## config.mk

```make
export PLATFORM = sky130hd
export DESIGN_NAME = irq_bank_ctrl
export DESIGN_NICKNAME = d
export VERILOG_FILES = /design/src/rtl/irqc_pkg.sv /design/src/rtl/irqc_decode.sv /design/src/rtl/irqc_regs.sv /design/src/rtl/irq_bank_ctrl.sv
export SDC_FILE = /design/constraint.sdc
export NUM_CORES = 2
export LEC_CHECK = 0
export CAP_MARGIN = 15
export CORE_AREA = 2 2 241 480
export CTS_CLUSTER_DIAMETER = 80
export DETAILED_ROUTE_END_ITERATION = 6
export DIE_AREA = 0 0 243 482
export PLACE_DENSITY = 0.7
export SYNTH_ARGS = -nofsm -noshare
export SYNTH_HDL_FRONTEND = slang
export SYNTH_SLANG_ARGS = --single-unit
```

## constraint.sdc

```tcl
create_clock -name clk -period 25 [get_ports clk]
set_input_delay 5 -clock clk [delete_from_list [all_inputs] [get_ports clk]]
set_output_delay 5 -clock clk [all_outputs]
set_load 0.03 [all_outputs]
```

## src/rtl/irqc_pkg.sv

```systemverilog
package irqc_pkg;

  localparam int BANK_SIZE  = 32;
  localparam int MAX_SRC    = 128;
  localparam int SRC_IDX_W  = $clog2(MAX_SRC);
  localparam int BANK_IDX_W = $clog2(MAX_SRC / BANK_SIZE);

  typedef enum logic [3:0] {
    SEL_NONE,
    SEL_REV,
    SEL_SYSCFG,
    SEL_SYSSTAT,
    SEL_SORTED,
    SEL_CTRL,
    SEL_PROT,
    SEL_IDLE,
    SEL_THR,
    SEL_MASK,
    SEL_MCLR,
    SEL_MSET,
    SEL_PEND,
    SEL_LVL
  } regSel_e;

  typedef struct packed {
    regSel_e               sel;
    logic [BANK_IDX_W-1:0] bank;
    logic [SRC_IDX_W-1:0]  lvlIdx;
    logic                  wrStb;
    logic                  ackStb;
    logic                  softRstStb;
  } busCmd_t;

endpackage

```

## src/rtl/irqc_decode.sv

```systemverilog
module irqc_decode
  import irqc_pkg::*;
#(
  parameter int NUM_SRC = 128,
  parameter int ADDR_W  = 10,
  parameter int DATA_W  = 32
) (
  input  logic [ADDR_W-1:0] addr,
  input  logic              wrEn,
  input  logic [DATA_W-1:0] wrData,
  output busCmd_t           cmd
);

  localparam int NUM_BANKS = (NUM_SRC + BANK_SIZE - 1) / BANK_SIZE;
  localparam int LVL_BASE  = 'h100;
  localparam int BANK_BASE = 'h80;

  regSel_e sel;
  logic [BANK_IDX_W-1:0] bankSel;
  logic [SRC_IDX_W-1:0]  lvlSel;

  always_comb begin
    int addrInt;
    int bankInt;
    int offInt;
    int idxInt;
    addrInt = int'(addr);
    bankInt = (addrInt - BANK_BASE) / BANK_SIZE;
    offInt  = (addrInt - BANK_BASE) % BANK_SIZE;
    idxInt  = (addrInt - LVL_BASE) / 4;
    sel     = SEL_NONE;
    bankSel = '0;
    lvlSel  = '0;
    case (addrInt)
      'h000:   sel = SEL_REV;
      'h010:   sel = SEL_SYSCFG;
      'h014:   sel = SEL_SYSSTAT;
      'h040:   sel = SEL_SORTED;
      'h048:   sel = SEL_CTRL;
      'h04C:   sel = SEL_PROT;
      'h050:   sel = SEL_IDLE;
      'h068:   sel = SEL_THR;
      default: sel = SEL_NONE;
    endcase
    if (addrInt >= BANK_BASE && addrInt < LVL_BASE && bankInt < NUM_BANKS) begin
      bankSel = BANK_IDX_W'(bankInt);
      case (offInt)
        'h04:    sel = SEL_MASK;
        'h08:    sel = SEL_MCLR;
        'h0C:    sel = SEL_MSET;
        'h18:    sel = SEL_PEND;
        default: sel = SEL_NONE;
      endcase
    end
    if (addrInt >= LVL_BASE && (addrInt % 4) == 0 && idxInt < NUM_SRC) begin
      sel    = SEL_LVL;
      lvlSel = SRC_IDX_W'(idxInt);
    end
  end

  always_comb begin
    cmd            = '0;
    cmd.sel        = sel;
    cmd.bank       = bankSel;
    cmd.lvlIdx     = lvlSel;
    cmd.wrStb      = wrEn && (sel != SEL_NONE);
    cmd.ackStb     = wrEn && (sel == SEL_CTRL) && wrData[0];
    cmd.softRstStb = wrEn && (sel == SEL_SYSCFG) && wrData[1];
  end

endmodule

```

## src/rtl/irqc_regs.sv

```systemverilog
module irqc_regs
  import irqc_pkg::*;
#(
  parameter int NUM_SRC   = 128,
  parameter int DATA_W    = 32,
  parameter int LVL_W     = 8,
  parameter int THR_W     = 8,
  parameter int REV_MAJOR = 2,
  parameter int REV_MINOR = 1
) (
  input  logic               clk,
  input  logic               rstN,
  input  busCmd_t            cmd,
  input  logic [DATA_W-1:0]  wrData,
  input  logic [NUM_SRC-1:0] irqIn,
  output logic [DATA_W-1:0]  rdData,
  output logic               cpuIrq
);

  localparam int NUM_BANKS = (NUM_SRC + BANK_SIZE - 1) / BANK_SIZE;
  localparam int PAD_W     = NUM_BANKS * BANK_SIZE;

  logic [BANK_SIZE-1:0] maskBank [NUM_BANKS];
  logic [BANK_SIZE-1:0] pendBank [NUM_BANKS];
  logic [PAD_W-1:0]     maskFlat;
  logic [PAD_W-1:0]     rawPad;
  logic [PAD_W-1:0]     pendFlat;
  logic                 pendAny;
  logic [SRC_IDX_W-1:0] lowIdx;

  logic                 activeValid;
  logic [SRC_IDX_W-1:0] activeNum;

  logic                 autoIdle;
  logic                 protBit;
  logic [1:0]           idleCfg;
  logic [THR_W-1:0]     thrVal;
  logic                 resetDone;
  logic [LVL_W-1:0]     lvlReg [NUM_SRC];

  logic [BANK_SIZE-1:0] bankWord;
  logic                 wrMask, wrClr, wrSet, wrLvl;

  assign bankWord = wrData[BANK_SIZE-1:0];
  assign wrMask   = cmd.wrStb && (cmd.sel == SEL_MASK);
  assign wrClr    = cmd.wrStb && (cmd.sel == SEL_MCLR);
  assign wrSet    = cmd.wrStb && (cmd.sel == SEL_MSET);
  assign wrLvl    = cmd.wrStb && (cmd.sel == SEL_LVL);

  generate
    if (PAD_W > NUM_SRC) begin : g_padRaw
      assign rawPad = {{(PAD_W - NUM_SRC){1'b0}}, irqIn};
    end else begin : g_fullRaw
      assign rawPad = irqIn;
    end
    for (genvar b = 0; b < NUM_BANKS; b++) begin : g_bank
      assign maskFlat[b*BANK_SIZE +: BANK_SIZE] = maskBank[b];
      assign pendBank[b] = pendFlat[b*BANK_SIZE +: BANK_SIZE];
    end
  endgenerate

  assign pendFlat = rawPad & ~maskFlat;
  assign pendAny  = |pendFlat;

  always_comb begin
    lowIdx = '0;
    for (int i = PAD_W - 1; i >= 0; i--) begin
      if (pendFlat[i]) lowIdx = SRC_IDX_W'(i);
    end
  end

  always_ff @(posedge clk) begin
    for (int b = 0; b < NUM_BANKS; b++) begin
      if (!rstN || cmd.softRstStb) begin
        maskBank[b] <= '1;
      end else if (int'(cmd.bank) == b) begin
        if (wrMask)     maskBank[b] <= bankWord;
        else if (wrClr) maskBank[b] <= maskBank[b] & ~bankWord;
        else if (wrSet) maskBank[b] <= maskBank[b] | bankWord;
      end
    end
  end

  always_ff @(posedge clk) begin
    if (!rstN || cmd.softRstStb) begin
      activeValid <= 1'b0;
      activeNum   <= '0;
    end else if (cmd.ackStb) begin
      activeValid <= 1'b0;
    end else if (!activeValid && pendAny) begin
      activeValid <= 1'b1;
      activeNum   <= lowIdx;
    end
  end

  always_ff @(posedge clk) begin
    if (!rstN || cmd.softRstStb) begin
      autoIdle <= 1'b0;
      protBit  <= 1'b0;
      idleCfg  <= '0;
      thrVal   <= '0;
    end else if (cmd.wrStb) begin
      case (cmd.sel)
        SEL_SYSCFG: autoIdle <= wrData[0];
        SEL_PROT:   protBit  <= wrData[0];
        SEL_IDLE:   idleCfg  <= wrData[1:0];
        SEL_THR:    thrVal   <= wrData[THR_W-1:0];
        default:    ;
      endcase
    end
  end

  always_ff @(posedge clk) begin
    if (!rstN)               resetDone <= 1'b0;
    else if (cmd.softRstStb) resetDone <= 1'b1;
  end

  always_ff @(posedge clk) begin
    for (int i = 0; i < NUM_SRC; i++) begin
      if (!rstN || cmd.softRstStb)                   lvlReg[i] <= '0;
      else if (wrLvl && int'(cmd.lvlIdx) == i)       lvlReg[i] <= wrData[LVL_W-1:0];
    end
  end

  always_comb begin
    rdData = '0;
    case (cmd.sel)
      SEL_REV:     rdData[7:0] = {4'(REV_MAJOR), 4'(REV_MINOR)};
      SEL_SYSCFG:  rdData[0] = autoIdle;
      SEL_SYSSTAT: rdData[0] = resetDone;
      SEL_SORTED:  rdData[SRC_IDX_W-1:0] = activeValid ? activeNum : '0;
      SEL_PROT:    rdData[0] = protBit;
      SEL_IDLE:    rdData[1:0] = idleCfg;
      SEL_THR:     rdData[THR_W-1:0] = thrVal;
      SEL_MASK:    rdData[BANK_SIZE-1:0] = maskBank[cmd.bank];
      SEL_PEND:    rdData[BANK_SIZE-1:0] = pendBank[cmd.bank];
      SEL_LVL:     rdData[LVL_W-1:0] = lvlReg[cmd.lvlIdx];
      default:     rdData = '0;
    endcase
  end

  assign cpuIrq = activeValid;

  AST_HOLD_UNTIL_ACK: assert property (@(posedge clk) disable iff (!rstN)
    (activeValid && !cmd.ackStb && !cmd.softRstStb) |=> (activeValid && $stable(activeNum)));

  AST_ACK_RELEASES: assert property (@(posedge clk) disable iff (!rstN)
    cmd.ackStb |=> !activeValid);

  AST_CAPTURE_NEEDS_PENDING: assert property (@(posedge clk) disable iff (!rstN)
    $rose(activeValid) |-> $past(pendAny));

  AST_SOFT_RESET_STATE: assert property (@(posedge clk) disable iff (!rstN)
    cmd.softRstStb |=> (resetDone && (&maskFlat) && !activeValid && !autoIdle));

  AST_DONE_STICKY: assert property (@(posedge clk) disable iff (!rstN)
    resetDone |=> resetDone);

endmodule

```

## src/rtl/irq_bank_ctrl.sv

```systemverilog
module irq_bank_ctrl
  import irqc_pkg::*;
#(
  parameter int NUM_SRC   = 128,
  parameter int ADDR_W    = 10,
  parameter int DATA_W    = 32,
  parameter int LVL_W     = 8,
  parameter int REV_MAJOR = 2,
  parameter int REV_MINOR = 1
) (
  input  logic               clk,
  input  logic               rstN,
  input  logic               wrEn,
  input  logic [ADDR_W-1:0]  addr,
  input  logic [DATA_W-1:0]  wrData,
  output logic [DATA_W-1:0]  rdData,
  input  logic [NUM_SRC-1:0] irqIn,
  output logic               cpuIrq
);

  busCmd_t cmd;

  irqc_decode #(
    .NUM_SRC(NUM_SRC),
    .ADDR_W (ADDR_W),
    .DATA_W (DATA_W)
  ) u_decode (
    .addr  (addr),
    .wrEn  (wrEn),
    .wrData(wrData),
    .cmd   (cmd)
  );

  irqc_regs #(
    .NUM_SRC  (NUM_SRC),
    .DATA_W   (DATA_W),
    .LVL_W    (LVL_W),
    .THR_W    (8),
    .REV_MAJOR(REV_MAJOR),
    .REV_MINOR(REV_MINOR)
  ) u_regs (
    .clk   (clk),
    .rstN  (rstN),
    .cmd   (cmd),
    .wrData(wrData),
    .irqIn (irqIn),
    .rdData(rdData),
    .cpuIrq(cpuIrq)
  );

endmodule

```

==> results of run 1 <==
## cells by family after synthesis
family,count (synthesis)
AOI/OAI and AO/OA,1317
muxes,296
and+or+nand+nor,2380
buffers and inverters,564
xor gates and xnor gates,7
DFF,1173
adders and majority gates,27
## Yosys cell counts, types with 8 or more instances
cell	number	area share [%]
a2111oi_0	8	0.12
a211o_1	9	0.13
a211oi_1	45	0.57
a21oi_1	293	2.5
a221oi_1	38	0.56
a222oi_1	8	0.13
a22o_1	16	0.23
a22oi_1	39	0.49
a2bb2oi_1	38	0.56
a31oi_1	37	0.39
a41oi_1	9	0.13
and3_1	13	0.14
buf_1	53	0.33
buf_2	96	0.81
clkbuf_1	328	2.1
dfxtp_1	21	0.70
edfxtp_1	1152	58
ha_1	27	0.57
inv_1	81	0.51
mux2_2	91	1.7
mux2i_1	201	3.4
nand2_1	521	3.3
nand2b_1	107	1.1
nand3_1	133	1.1
nand4_1	35	0.37
nor2_1	1186	7.5
nor2b_1	90	0.94
nor3_1	189	1.6
nor3_2	10	0.17
nor4_1	22	0.23
o2111ai_1	12	0.18
o211ai_1	51	0.64
o21ai_0	311	2.6
o21ai_1	66	0.55
o221ai_1	117	1.7
o22ai_1	109	1.1
o2bb2ai_1	8	0.12
o311ai_0	14	0.21
o31ai_1	12	0.15
or2_2	12	0.13
or3_1	24	0.25
## stage by stage
stage / instance area (um2) / setup WS (ns) / hold slack (ns) / utilization, % / instances
after CTS: 67200 / 6.582 / 0.4536 / 59.25 / 7404
after detailed placement: 63750 / 6.583 / 0.4472 / 56.20 / 7219
after global placement: 63690 / 6.580 / 0.4417 / 56.15 / 7212
after floorplan: 59660 / 9.652 / 0.4322 / - / 5764
## routing by layer
metal	overflow	GRT usage, %
met3	0	29.33
met1	0	56.54
met4	5	71.89
met5	0	3.023
met2	6	89.80
==> run metrics, run 1 <==
Port Buf Inserts 205; Synth Area in Adders 0.5663%; Synth Flop Type edfxtp_1; Root Buffer clkbuf_16; first-pass GRT wire length 483500 um; overflow left after global routing 11; post-synthesis cell area 59660 um2; vias in the first global route 56421; Syn Area/Cell 10.35 um2; Sink Count 1173; Synth warnings 0; post-synthesis register bit count 1173; Die Ht 482 um; initial core utilization 52.60%; # resized after CTS 0; CTS buffer count 100; Synth Area in Compound Gates 14.28%; pin count of the biggest net entering global routing 130; post-synthesis sequential area ratio 58.69%; setup bufs post-CTS 0; io pins 206; Final Wtd Congestion 1.205; row cnt 175; asr flop ratio synth 0%; status aborted with a tool error; Max clock buf depth 3; Mapped Cells 5764; dpl hpwl 240600 um; Hold Buf Count CTS 0; tool error [ERROR GRT-0116] Global routing finished with congestion. Check the congestion regions in the DRC Viewer.; largest family of logic cells by synthesized area simple AND/OR/NAND/NOR gates; mux contribution to synthesized area 5.241%; htree depth 3; Halt Stage global routing; Synth cell types 89; Post-Synth Simple-Gate Area 17.34%; Post-Syn Nets 5964; Die Span X 243 um; xor and xnor area share after synthesis 0.1028%; EDFF count, synth 1152; Overall Global Routing Usage 60.69%
==> run 2: changes to the inputs <==
Settings changed: CORE_AREA 2 2 241 480 to 2 2 400 402, CTS_CLUSTER_DIAMETER 80 to unset, DIE_AREA 0 0 243 482 to 0 0 402 404, PLACE_DENSITY 0.7 to unset, PLACE_DENSITY_LB_ADDON set to 0.15.
==> run 2 against run 1 <==
Synthesized cell count did not move. The flow now finishes without violations. Synthesized area unchanged.
==> run metrics, run 2 <==
status complete, no violations; initial core utilization 37.80% (-15 points); CP max stage cell o31ai_1; startpoint class of the critical path input port; Final Wtd Congestion 1.080 (-10%); EDFF count, synth 1152 (unchanged); final instance count without filler cells 8051; final core utilization 43.64%; die area 162400 um2; most flop-heavy register u_regs.lvlReg; WP data arrival 13.92 ns; Die Ht 404 um (-16%); Port Buf Inserts 205 (unchanged); placed inst area 64500 um2 (+1.2%); CP Data Required Time 20.00 ns; cell taking the most area after synthesis edfxtp_1; setup bufs post-CTS 0 (unchanged); worst-skew pair later-pin latency 0.80 ns; htree depth 4 (+1); io pins 206 (unchanged); Top Registers u_regs.lvlReg (1024), u_regs.maskBank (128), u_regs.thrVal (8); drt first pass iters 6; Overall Global Routing Usage 35.18%; Sink Count 1173 (unchanged); max-cap violations 0; area delta synth->final 15.45%; top-area cell type share of the netlist area 57.99% (unchanged); cell with the most instances after synthesis nor2_1; final setup vio count 0; asr flop ratio synth 0% (unchanged); Vias/cell 6.428; Final Cell Area 68870 um2; Peak Freq 52.87 MHz; Post-Route WL 292300 um; Setup TNS Final 0 ns; first-pass GRT wire length 397400 um; Max clock buf depth 3 (unchanged); post-synthesis sequential area ratio 58.69% (unchanged); Post-Syn Nets 5964 (unchanged); average wire per standard cell 36.31 um; most frequent cells in the layout nor2_1, edfxtp_1, nand2_1, a21oi_1, o21ai_0; unrepaired setup endpoints after global routing false; Hold/Removal Path Class register to register; initial DRC count 8519; Worst-path clk slew 0.06 ns; Core Area 157800 um2; vias in the first global route 47893; max reg flops 1024; LEAKAGE 21.91 nW; post-synthesis cell area 59660 um2 (unchanged); share of cells above drive strength 1 10.07%; overflow left after global routing 0; DRC viols 0; CTS buffer count 133 (+33%); Synth cell types 89 (unchanged); most frequent cells after synthesis nor2_1, edfxtp_1, nand2_1; synth top area cells edfxtp_1, nor2_1, mux2i_1; Final min period 18.92 ns; clk_skew 0.02730 ns; Final Hold Fails 0; Critical Path Sink Type output pin; Crit path largest cell delay 0.86 ns; pin count of the biggest net entering global routing 129; CTS tree built; Synth Flop Type edfxtp_1; Critical Path Fanout Max 43; slew of the pin with the lowest slew margin 1.407 ns; Nets 6064; Root Buffer clkbuf_16; Hold Buf Count CTS 0 (unchanged); Slew Limit Fails 0; CP Cell Sequence clkdlybuf4s50_1, inv_1, ha_1, inv_1, nor2_1, ha_4, ha_4, and2_1, nand4_1, ha_1, nor4b_1, a41oi_1, or3_1, a21oi_4, buf_4, nand2b_2, nand3_1, buf_4, a31oi_1, or4_1, o31ai_1, clkdlybuf4s50_1; Die Span X 402 um (+65%); Pwr Density 69.08 nW/um2; Synth warnings 0 (unchanged); Placed Cells 7793 (+8.0%); dpl hpwl 202900 um (-16%); VDD IR-drop max 59.68 uV; Slew headroom 5.684%; initial antenna violation count 26; Mapped Cells 5764 (unchanged); commonest non-fill, non-tap cell in the layout nor2_1; post-synthesis register bit count 1173 (unchanged); # resized after CTS 0 (unchanged); number of fill cells 15202; row cnt 146 (-17%); CP Class input port to output pin; Syn Area/Cell 10.35 um2 (unchanged); remaining antenna violation count 0; Vias 51751; Final period util 75.66%
-- run 2: area by class of cell --
cell class,instances,area (um2),share of cell area (%)
antenna,13,32.53,0.04723
clock buffer,164,3487,5.063
clock inverter,73,783.3,1.137
inverter,82,310.3,0.4505
multi-input combinational,4027,22730,33.01
sequential,1173,35010,50.84
tap,2072,2592,3.764
timing repair buffer,447,3920,5.692
-- run 2: final timing paths --
kind,cells after the start,start,slack [ns],end
max reg2reg,8,u_regs.maskBank[2][0],21.72,u_regs.activeNum[2]
max,22,addr[8],6.08,rdData[2]
min reg2reg,2,u_regs.activeNum[2],0.46,u_regs.activeNum[2]
min,2,u_regs.activeNum[2],0.46,u_regs.activeNum[2]
-- run 2: routing by layer --
metal | track usage (%) | up-vias | share of wire (%)
met1 | 49.45 | 26142 | 41
li1 | - | 21408 | -
met5 | 0 | - | 0.046
met3 | 10.68 | 573 | 13
met2 | 49.76 | 3610 | 41
met4 | 15.59 | 18 | 4.9
-- run 2: stage by stage --
step	total power (W)	worst slack, ns	hold slack (ns)
6_report	0.004758	6.084	0.4595
5_1_grt	0.004853	5.799	0.4796
4_1_cts	0.004743	6.004	0.4593
3_5_place_dp	0.002811	6.042	0.4519
3_3_place_gp	0.002810	6.122	0.4459
2_1_floorplan	0.002543	9.652	0.4322
-- run 2: power by group --
group	internal [W]	switching [W]
clock	0.00110	0.000869
sequential	0.00224	0.0000324
combinational	0.000144	0.000372
-- run 2: critical path: cells and delay by family --
family                   cells  cell delay [ns]
AO/OA/AOI/OAI                4             1.96
adder cells (fa/ha/maj)      4             1.29
buffers and inverters        6             2.78
AND/OR/NAND/NOR              8             2.86
-- run 2: kinds of logic after synthesis --
group	after synthesis	synth area share, %
and+or+nand+nor	2380	17.34
muxes	296	5.241
DFF	1173	58.69
buffers and inverters	564	3.784
AOI/OAI and AO/OA	1317	14.28
adders and majority gates	27	0.5663
xor gates and xnor gates	7	0.1028
Note: power is estimated with default switching activity, not from simulation.
